==> src/rtl/mbs_pkg.sv <==
package mbs_pkg;
  typedef enum logic [1:0] {
    TS_IDLE = 2'd0,
    TS_T1   = 2'd1,
    TS_T2   = 2'd2,
    TS_T3   = 2'd3
  } tstate_e;

  typedef enum logic [1:0] {
    K_NONE  = 2'b00,
    K_READ  = 2'b01,
    K_WRITE = 2'b10,
    K_SPARE = 2'b11
  } kind_e;

  // {io, s1, s0}; non-transfer kinds report 000
  function automatic logic [2:0] status_code(input logic io, input kind_e k);
    case (k)
      K_READ:  status_code = {io, 2'b10};
      K_WRITE: status_code = {io, 2'b01};
      default: status_code = 3'b000;
    endcase
  endfunction
endpackage

==> src/rtl/mbs_rst_sync.sv <==
module mbs_rst_sync (
  input  logic clk,
  input  logic rst_n,
  output logic rst_sync_n
);
  logic [1:0] sync_q;

  always_ff @(posedge clk or negedge rst_n) begin
    if (!rst_n) sync_q <= 2'b00;
    else        sync_q <= {sync_q[0], 1'b1};
  end

  assign rst_sync_n = sync_q[1];
endmodule

==> src/rtl/mbs_ctrl.sv <==
module mbs_ctrl
  import mbs_pkg::*;
#(
  parameter int ADDR_W = 16,
  parameter int DATA_W = 8
) (
  input  logic              clk,
  input  logic              rst_n,
  input  logic              req_valid,
  input  logic [1:0]        req_kind,
  input  logic              req_io,
  input  logic [ADDR_W-1:0] req_addr,
  input  logic [DATA_W-1:0] req_wdata,
  output logic              req_ready,
  output tstate_e           state,
  output kind_e             kind,
  output logic              io_sel,
  output logic [ADDR_W-1:0] addr,
  output logic [DATA_W-1:0] wdata
);
  tstate_e state_q, state_d;
  kind_e   kind_q;
  logic    io_q;
  logic [ADDR_W-1:0] addr_q;
  logic [DATA_W-1:0] wdata_q;
  logic accept;

  assign req_ready = (state_q == TS_IDLE) || (state_q == TS_T3);
  assign accept    = req_valid && req_ready;

  always_comb begin
    state_d = state_q;
    case (state_q)
      TS_IDLE: if (accept) state_d = TS_T1;
      TS_T1:   state_d = TS_T2;
      TS_T2:   state_d = TS_T3;
      TS_T3:   state_d = accept ? TS_T1 : TS_IDLE;
      default: state_d = TS_IDLE;
    endcase
  end

  always_ff @(posedge clk or negedge rst_n) begin
    if (!rst_n) state_q <= TS_IDLE;
    else        state_q <= state_d;
  end

  // request latch, loaded only on acceptance
  always_ff @(posedge clk or negedge rst_n) begin
    if (!rst_n) begin
      kind_q  <= K_NONE;
      io_q    <= 1'b0;
      addr_q  <= '0;
      wdata_q <= '0;
    end else if (accept) begin
      kind_q  <= kind_e'(req_kind);
      io_q    <= req_io;
      addr_q  <= req_addr;
      wdata_q <= req_wdata;
    end
  end

  assign state  = state_q;
  assign kind   = kind_q;
  assign io_sel = io_q;
  assign addr   = addr_q;
  assign wdata  = wdata_q;
endmodule

==> src/rtl/mbs_drive.sv <==
module mbs_drive
  import mbs_pkg::*;
#(
  parameter int ADDR_W = 16,
  parameter int DATA_W = 8,
  localparam int HI_W = ADDR_W - DATA_W
) (
  input  tstate_e           state,
  input  kind_e             kind,
  input  logic              io_sel,
  input  logic [ADDR_W-1:0] addr,
  input  logic [DATA_W-1:0] wdata,
  output logic              ale,
  output logic [DATA_W-1:0] ad_out,
  output logic              ad_oe,
  output logic [HI_W-1:0]   addr_hi,
  output logic              addr_hi_oe,
  output logic [2:0]        status,
  output logic              rd_n,
  output logic              wr_n
);
  logic is_rd, is_wr, live, in_cycle;

  assign is_rd    = (kind == K_READ);
  assign is_wr    = (kind == K_WRITE);
  assign live     = is_rd || is_wr;
  assign in_cycle = (state != TS_IDLE);

  always_comb begin
    ale        = 1'b0;
    ad_out     = '0;
    ad_oe      = 1'b0;
    addr_hi    = '0;
    addr_hi_oe = 1'b0;
    status     = 3'b000;
    rd_n       = 1'b1;
    wr_n       = 1'b1;
    if (in_cycle) begin
      status = status_code(io_sel, kind);
      if (live) begin
        addr_hi    = addr[ADDR_W-1:DATA_W];
        addr_hi_oe = 1'b1;
      end
    end
    case (state)
      TS_T1: if (live) begin
        ale    = 1'b1;
        ad_oe  = 1'b1;
        ad_out = addr[DATA_W-1:0];
      end
      TS_T2, TS_T3: begin
        rd_n = !is_rd;
        wr_n = !is_wr;
        if (is_wr) begin
          ad_oe  = 1'b1;
          ad_out = wdata;
        end
      end
      default: ;
    endcase
  end
endmodule

==> src/rtl/mbs_capture.sv <==
module mbs_capture
  import mbs_pkg::*;
#(
  parameter int DATA_W = 8
) (
  input  logic              clk,
  input  logic              rst_n,
  input  tstate_e           state,
  input  kind_e             kind,
  input  logic [DATA_W-1:0] ad_in,
  output logic [DATA_W-1:0] rdata,
  output logic              done
);
  logic              last_t;
  logic              cap_en;
  logic [DATA_W-1:0] rdata_q;
  logic              done_q;

  assign last_t = (state == TS_T3);
  assign cap_en = last_t && (kind == K_READ);

  always_ff @(posedge clk or negedge rst_n) begin
    if (!rst_n)      rdata_q <= '0;
    else if (cap_en) rdata_q <= ad_in;
  end

  always_ff @(posedge clk or negedge rst_n) begin
    if (!rst_n) done_q <= 1'b0;
    else        done_q <= last_t;
  end

  assign rdata = rdata_q;
  assign done  = done_q;
endmodule

==> src/rtl/mux_bus_seq.sv <==
module mux_bus_seq
  import mbs_pkg::*;
#(
  parameter int ADDR_W = 16,
  parameter int DATA_W = 8,
  localparam int HI_W = ADDR_W - DATA_W
) (
  input  logic              clk,
  input  logic              rst_n,
  input  logic              req_valid,
  input  logic [1:0]        req_kind,
  input  logic              req_io,
  input  logic [ADDR_W-1:0] req_addr,
  input  logic [DATA_W-1:0] req_wdata,
  output logic              req_ready,
  output logic [DATA_W-1:0] rsp_rdata,
  output logic              rsp_done,
  output logic              ale,
  output logic [DATA_W-1:0] ad_out,
  output logic              ad_oe,
  input  logic [DATA_W-1:0] ad_in,
  output logic [HI_W-1:0]   addr_hi,
  output logic              addr_hi_oe,
  output logic              stat_io,
  output logic              stat_s1,
  output logic              stat_s0,
  output logic              rd_n,
  output logic              wr_n
);
  logic              rst_sync_n;
  tstate_e           state;
  kind_e             kind;
  logic              io_sel;
  logic [ADDR_W-1:0] addr;
  logic [DATA_W-1:0] wdata;
  logic [2:0]        status;

  mbs_rst_sync u_rst (
    .clk        (clk),
    .rst_n      (rst_n),
    .rst_sync_n (rst_sync_n)
  );

  mbs_ctrl #(.ADDR_W(ADDR_W), .DATA_W(DATA_W)) u_ctrl (
    .clk       (clk),
    .rst_n     (rst_sync_n),
    .req_valid (req_valid),
    .req_kind  (req_kind),
    .req_io    (req_io),
    .req_addr  (req_addr),
    .req_wdata (req_wdata),
    .req_ready (req_ready),
    .state     (state),
    .kind      (kind),
    .io_sel    (io_sel),
    .addr      (addr),
    .wdata     (wdata)
  );

  mbs_drive #(.ADDR_W(ADDR_W), .DATA_W(DATA_W)) u_drive (
    .state      (state),
    .kind       (kind),
    .io_sel     (io_sel),
    .addr       (addr),
    .wdata      (wdata),
    .ale        (ale),
    .ad_out     (ad_out),
    .ad_oe      (ad_oe),
    .addr_hi    (addr_hi),
    .addr_hi_oe (addr_hi_oe),
    .status     (status),
    .rd_n       (rd_n),
    .wr_n       (wr_n)
  );

  mbs_capture #(.DATA_W(DATA_W)) u_cap (
    .clk   (clk),
    .rst_n (rst_sync_n),
    .state (state),
    .kind  (kind),
    .ad_in (ad_in),
    .rdata (rsp_rdata),
    .done  (rsp_done)
  );

  assign {stat_io, stat_s1, stat_s0} = status;
endmodule

==> config.mk <==
export PLATFORM = sky130hd
export DESIGN_NAME = mux_bus_seq
export DESIGN_NICKNAME = d
export VERILOG_FILES = /design/src/rtl/mbs_pkg.sv /design/src/rtl/mbs_rst_sync.sv /design/src/rtl/mbs_ctrl.sv /design/src/rtl/mbs_drive.sv /design/src/rtl/mbs_capture.sv /design/src/rtl/mux_bus_seq.sv
export SDC_FILE = /design/constraint.sdc
export NUM_CORES = 1
export LEC_CHECK = 0
export ABC_AREA = 0
export ABC_CLOCK_PERIOD_IN_PS = 2050
export BUFFER_PORTS_ARGS = -buffer_cell sky130_fd_sc_hd__buf_4
export CAP_MARGIN = 20
export CORE_UTILIZATION = 35
export CTS_BUF_LIST = sky130_fd_sc_hd__clkbuf_4 sky130_fd_sc_hd__clkbuf_8
export DETAILED_ROUTE_END_ITERATION = 10
export PLACE_DENSITY = 0.62
export SLEW_MARGIN = 20
export SYNTH_ARGS = -nofsm -noshare
export SYNTH_HDL_FRONTEND = slang
export SYNTH_HIERARCHICAL = 1
export SYNTH_SLANG_ARGS = --single-unit
==> constraint.sdc <==
create_clock -name clk -period 2.05 [get_ports clk]
set_input_delay 0.41 -clock clk [delete_from_list [all_inputs] [get_ports clk]]
set_output_delay 0.41 -clock clk [all_outputs]
set_load 0.05 [all_outputs]
Word level (Yosys, flattened, before mapping)
Cells that the tools add are included.

operators by class
  $add $sub $neg = 0
  $mul = 0
  divide/modulo/power cells = 0
  order comparisons = 0
  eq/ne operators = 6
  shift-type cells = 0
  multiplexer cells = 17
  bitwise gates (word level) = 0
  reduce and logical (&&, ||, !) cells = 9

operators with widths
  kind                                                                      number
  8-bit two-way mux                                                         4
  8-bit one-hot mux with 2 select lines                                     1
  2-bit one-hot mux with 4 select lines                                     1
  1-bit two-way mux                                                         7
  2-bit == test (second input constant)                                     3
  3-bit one-hot mux with 2 select lines                                     1
  2-bit by 1-bit == test with 1-bit output (second input constant)          2
  3-bit two-way mux                                                         1
  1-bit logical AND                                                         2
  1-bit zero test                                                           2
  2-bit zero test                                                           1
  1-bit logical OR                                                          2
  2-bit two-way mux                                                         1
  2-bit by 1-bit inequality test with 1-bit output (second input constant)  1
  1-bit one-hot mux with 2 select lines                                     1
  2-bit nonzero test                                                        1
  2-bit OR reduction                                                        1

storage, ports and cells
  register bits after elaboration = 40
  bits in latches = 0
  bits in writable memories = 0
  memory bits (read-only) = 0
  logic and storage cells = 40
  memories kept = 0

Depth between registers and ports, before layout
  depth in word-level cells = 5
  depth in mapped cells = 7

Hierarchy
Netlist, hierarchy kept.

modules (own cells, without submodules)
  module        times used  cells an instance  area each (µm²)
  mbs_ctrl      1           73                 1186.1
  mbs_capture   1           19                 346.6
  mbs_drive     1           39                 336.6
  mbs_rst_sync  1           3                  53.8

Worst setup path after synthesis
No wires, ideal clock.

  path type = register -> output
  from = register u_ctrl.kind_q[0], in the netlist u_ctrl/kind[0]
  to = output port ad_oe
  data arrival time = 2042 ps
  required time = 1640 ps
  path slack = -402 ps
  cell stages (with the launch flop) = 5
  buffers on the path = 0
  cells stage by stage = dfrtp_1 inv_1 ha_1 nand2b_1 o21ai_0

on the way
  cells in the longest elaborated chain, start to end = 4
  elaborated cells on any way between the ends = 6
  those cells by class = 2 x eq/ne; 3 x mux; 1 x reduce/logical

ends and longest elaborated chain
  element                                                                           RTL line                          text
  start: declaration                                                                mbs_ctrl.sv:22                    kind_e kind_q;
  start signal: assignment                                                          mbs_ctrl.sv:55                    kind_q <= kind_e'(req_kind);
  2-bit by 1-bit == test with 1-bit output / 2-bit == test (equally long branches)  mbs_drive.sv:24, mbs_drive.sv:25
  1-bit logical OR                                                                  mbs_drive.sv:26                   assign live = is_rd || is_wr;
  1-bit two-way mux                                                                 mbs_drive.sv:46                   TS_T1: if (live) begin
  1-bit one-hot mux with 2 select lines (*)                                         mbs_drive.sv:45                   case (state)
  end: declaration                                                                  mux_bus_seq.sv:20                 output logic ad_oe,

Mark *: on every way between the ends. The rest lies on a longest branch, timed or not.

Final worst setup path
  from = register u_ctrl.kind_q[1], in the netlist u_ctrl/kind[1]
  to = output port ad_out[1]

on the way
  cells in the longest elaborated chain, start to end = 4
  elaborated cells on any way between the ends = 6
  those cells by class = 2 x eq/ne; 3 x mux; 1 x reduce/logical

ends and longest elaborated chain
  element                                                                           RTL line                          text
  2-bit by 1-bit == test with 1-bit output / 2-bit == test (equally long branches)  mbs_drive.sv:24, mbs_drive.sv:25
  1-bit logical OR                                                                  mbs_drive.sv:26
  8-bit two-way mux                                                                 mbs_drive.sv:46
  8-bit one-hot mux with 2 select lines (*)                                         mbs_drive.sv:45
  end: declaration                                                                  mux_bus_seq.sv:19                 output logic [DATA_W-1:0] ad_out,

Marked as above.

==> run summary <==
Root cell of the clock tree: sky130_fd_sc_hd__clkbuf_8. The synthesis-to-layout area growth came out at 43.4%. The count of buffering cells on the critical path with inverters included came out at 1.

The adder-cell share of the synthesized area is 4.55%, and the summed instance area of the synthesized netlist is 1920 um^2. The floorplan has 26 rows. The run finished with clean final reports. After synthesis, flip-flops and latches occupy 52.0% of the total area. Data on the critical path arrives at its endpoint at 1630 ps. In this design, the largest share of critical-path delay is due to flip-flops. Combined area of the multi-input logic cells: 838 um^2.

72 I/O pins were placed. Number of sinks driven by the clock tree: 40. The number of warnings reported in the yosys synthesis log is 6. The overall via count from detail_route is 1344, and the maximum net fanout on the critical path is 8.

In the synthesized netlist the dominant register cell turns out to be sky130_fd_sc_hd__dfrtp_1. The die covers 5800 um^2. The worst hold path belongs to the class flop to async pin. The congestion estimate from routability-driven global placement came to 0.739. Counting flops with an async set or reset pin after synthesis yields a share of 100%. The run gives 5200 um^2 as the core region area. The number of input and output port buffers inserted was 71; the post-layout minimum cycle time was 2040 ps.

The H-tree depth came out at 2. The count of routing violations after the opening detailed-route iteration is 52, and the final critical-path share of the clock period is 99.6%. The worst setup path is captured at a primary output. In this run the critical register-to-register path is launched from u_ctrl/state[0]. Largest net degree at the start of global routing: 23.

The die is 76.1 um wide. Timing would allow up to 0.490 GHz. The mean post-synth cell area is 14.4 um^2. The post-layout net count came out at 260. The average wire length per cell after detail routing is 14.4 um, and the via count of the first global-routing pass is 1438. The count of antenna-violating nets left after detailed routing is 0, and the synthesized-area fraction occupied by ao, oa, aoi and oai cells is 8.52%. The tightest hold path in the finished design has a slack of 229 ps. The logs give 27 for the count of different cell masters after synthesis and 0 for the remaining global-route overflow. The tools report the number of antenna violations at the first check in global routing as 0. Setup repair after global routing could not meet its margin everywhere.

The critical path in this run is classified as flop to primary output. The max-slew violation count is 0, and the maximum clock insertion buffer count is 2. The critical path data required time was 1640 ps; the layout cell share with drive strength beyond 1 was 69.0%.

The multiplexer fraction of the synthesized cell area is 20.5%. Nature of the critical path startpoint: a flop. The total iterations of the first detailed-routing run came out at 4. The filler cells instantiated in the layout total 501.

The simple-gate area share of the yosys netlist was 8.26%; the insertion delay to the later sink of the worst-skew pair was 290 ps. Post-detailed-route DRC marker count: 0. Summing the areas of all xor and xnor instances in the mapped netlist gives 0% of the synthesized area. The first global-routing pass estimated 6950 um of wire. Across the routed clock network, the largest skew measured is 9.29 ps. In this design, the stage delay of the slowest critical-path cell is 420 ps. The total count of hold-check failures in the final report is 0. The clock-pin slew on the worst setup and hold paths came out at 80 ps. TritonCTS built the clock tree.

Across the whole layout, storage elements account for 1000 um^2. The logs give 0 for the number of setup violations in the final report and 5 for the total CTS buffers. Yosys mapped a number of flops with a built-in enable equal to 0. Detailed placement ended at an HPWL of 3120 um. Wires add up to 4120 um. The run gives 179 as the synthesized net count.

In the synthesized netlist, the number of instances is 134. Post-synthesis sequential element count: 40. Highest-delay cell along the critical path: sky130_fd_sc_hd__dfrtp_1. The vertical die dimension is 76.1 um, and the combined global-route utilization of all metal layers is 15.5%. The run gives 0 as the number of max-cap violations. In this run the worst setup path begins at u_ctrl/kind[1]. The initial utilization of the core area, before any placement, comes to 36.9%.

The number of antenna diodes in the final layout is 0. The critical path goes through ha_4, and2b_4, a32o_2, buf_8. The number of vias per cell was 4.70. Dominant combinational cell family by area after synthesis: multiplexers.
==> final timing paths <==
kind | end | slack [ps] | depth (start not counted)
worst max-delay path | ad_out[1] | 8 | 4
worst min-delay path | u_ctrl/addr[13] | 230 | 1
worst max register to register | u_ctrl/wdata[0] | 250 | 5
worst min register to register | u_ctrl/addr[13] | 230 | 1
max in group asynchronous | u_rst/sync_q[1] | 1550 | 2
min in group clk | u_cap/rdata[6] | 340 | 2
==> cell usage after synthesis (2+ instances only) <==
library cell / count / area [um^2]
sky130_fd_sc_hd__inv_1: 8 / 30.0
sky130_fd_sc_hd__nand2b_1: 2 / 12.5
sky130_fd_sc_hd__and2_4: 9 / 78.8
sky130_fd_sc_hd__a32o_1: 7 / 70.1
sky130_fd_sc_hd__buf_6: 5 / 56.3
sky130_fd_sc_hd__mux2_2: 35 / 394
sky130_fd_sc_hd__ha_1: 7 / 87.6
sky130_fd_sc_hd__o21ai_0: 2 / 10.0
sky130_fd_sc_hd__o21a_1: 2 / 15.0
sky130_fd_sc_hd__dfrtp_1: 40 / 1000
==> flip-flops by register name (all words and copies together), names as in the netlist <==
signal / flops
u_ctrl/state: 2
u_rst/sync_q: 2
u_ctrl/wdata: 8
u_ctrl/kind: 2
u_ctrl/addr: 16
u_ctrl/io_sel: 1
u_cap/done: 1
u_cap/rdata: 8
==> stage by stage <==
step                      worst slack, ps  cells  area [um^2]  setup TNS, ps  utilization [%]
final                                8.13    286         2760              0             53.0
after global routing                -42.8    286         2760           -296             53.0
after CTS                            6.63    285         2710              0             52.0
after detailed placement              132    275         2520              0             48.3
after global placement                193    275         2520              0             48.3
after floorplan                      6.78    134         1930              0                -
==> layout make-up <==
class	instances	area share [%]
clock buffers	6	2.99
flip-flops and latches	40	36.3
inverters	8	1.09
repair buffers	81	24.6
multi-input cells	79	30.4
well taps	70	3.18
clock inverters	2	1.41
==> cells in the final DEF, fill, tap and decap left out, types with 2 or more instances in the layout <==
master / netlist / routed
sky130_fd_sc_hd__dfrtp_1: 40 / 39
sky130_fd_sc_hd__o21a_1: 2 / 2
sky130_fd_sc_hd__nand2b_1: 2 / 2
sky130_fd_sc_hd__ha_1: 7 / 6
sky130_fd_sc_hd__and2_4: 9 / 9
sky130_fd_sc_hd__buf_4: 1 / 63
sky130_fd_sc_hd__clkbuf_8: 0 / 6
sky130_fd_sc_hd__inv_1: 8 / 7
sky130_fd_sc_hd__mux2_2: 35 / 35
sky130_fd_sc_hd__a32o_1: 7 / 3
sky130_fd_sc_hd__a32o_2: 0 / 4
sky130_fd_sc_hd__buf_6: 5 / 16
==> cell families after synthesis <==
| group | count (synthesis) |
|---|---|
| other cells | 1 |
| buf+inv | 15 |
| mux | 35 |
| fa+ha+maj | 7 |
| simple gates | 18 |
| flops | 40 |
| compound gates | 18 |
==> metal layers <==
layer,global-route usage (%),share of wire (%)
met4,7.12,2.3
met5,0,0
met3,4.43,5.6
met1,16.9,40
met2,27.6,52
==> what timing repair did <==
item,in CTS,in global routing
hold buffers,1,0
resized for setup,14,14
hold endpoints to repair,2,0
setup endpoints to repair,18,18
pin swaps,2,2
setup buffers,1,1
Power is not shown: default switching activity piles up to over one toggle a cycle in this logic, so the estimate is an artifact.
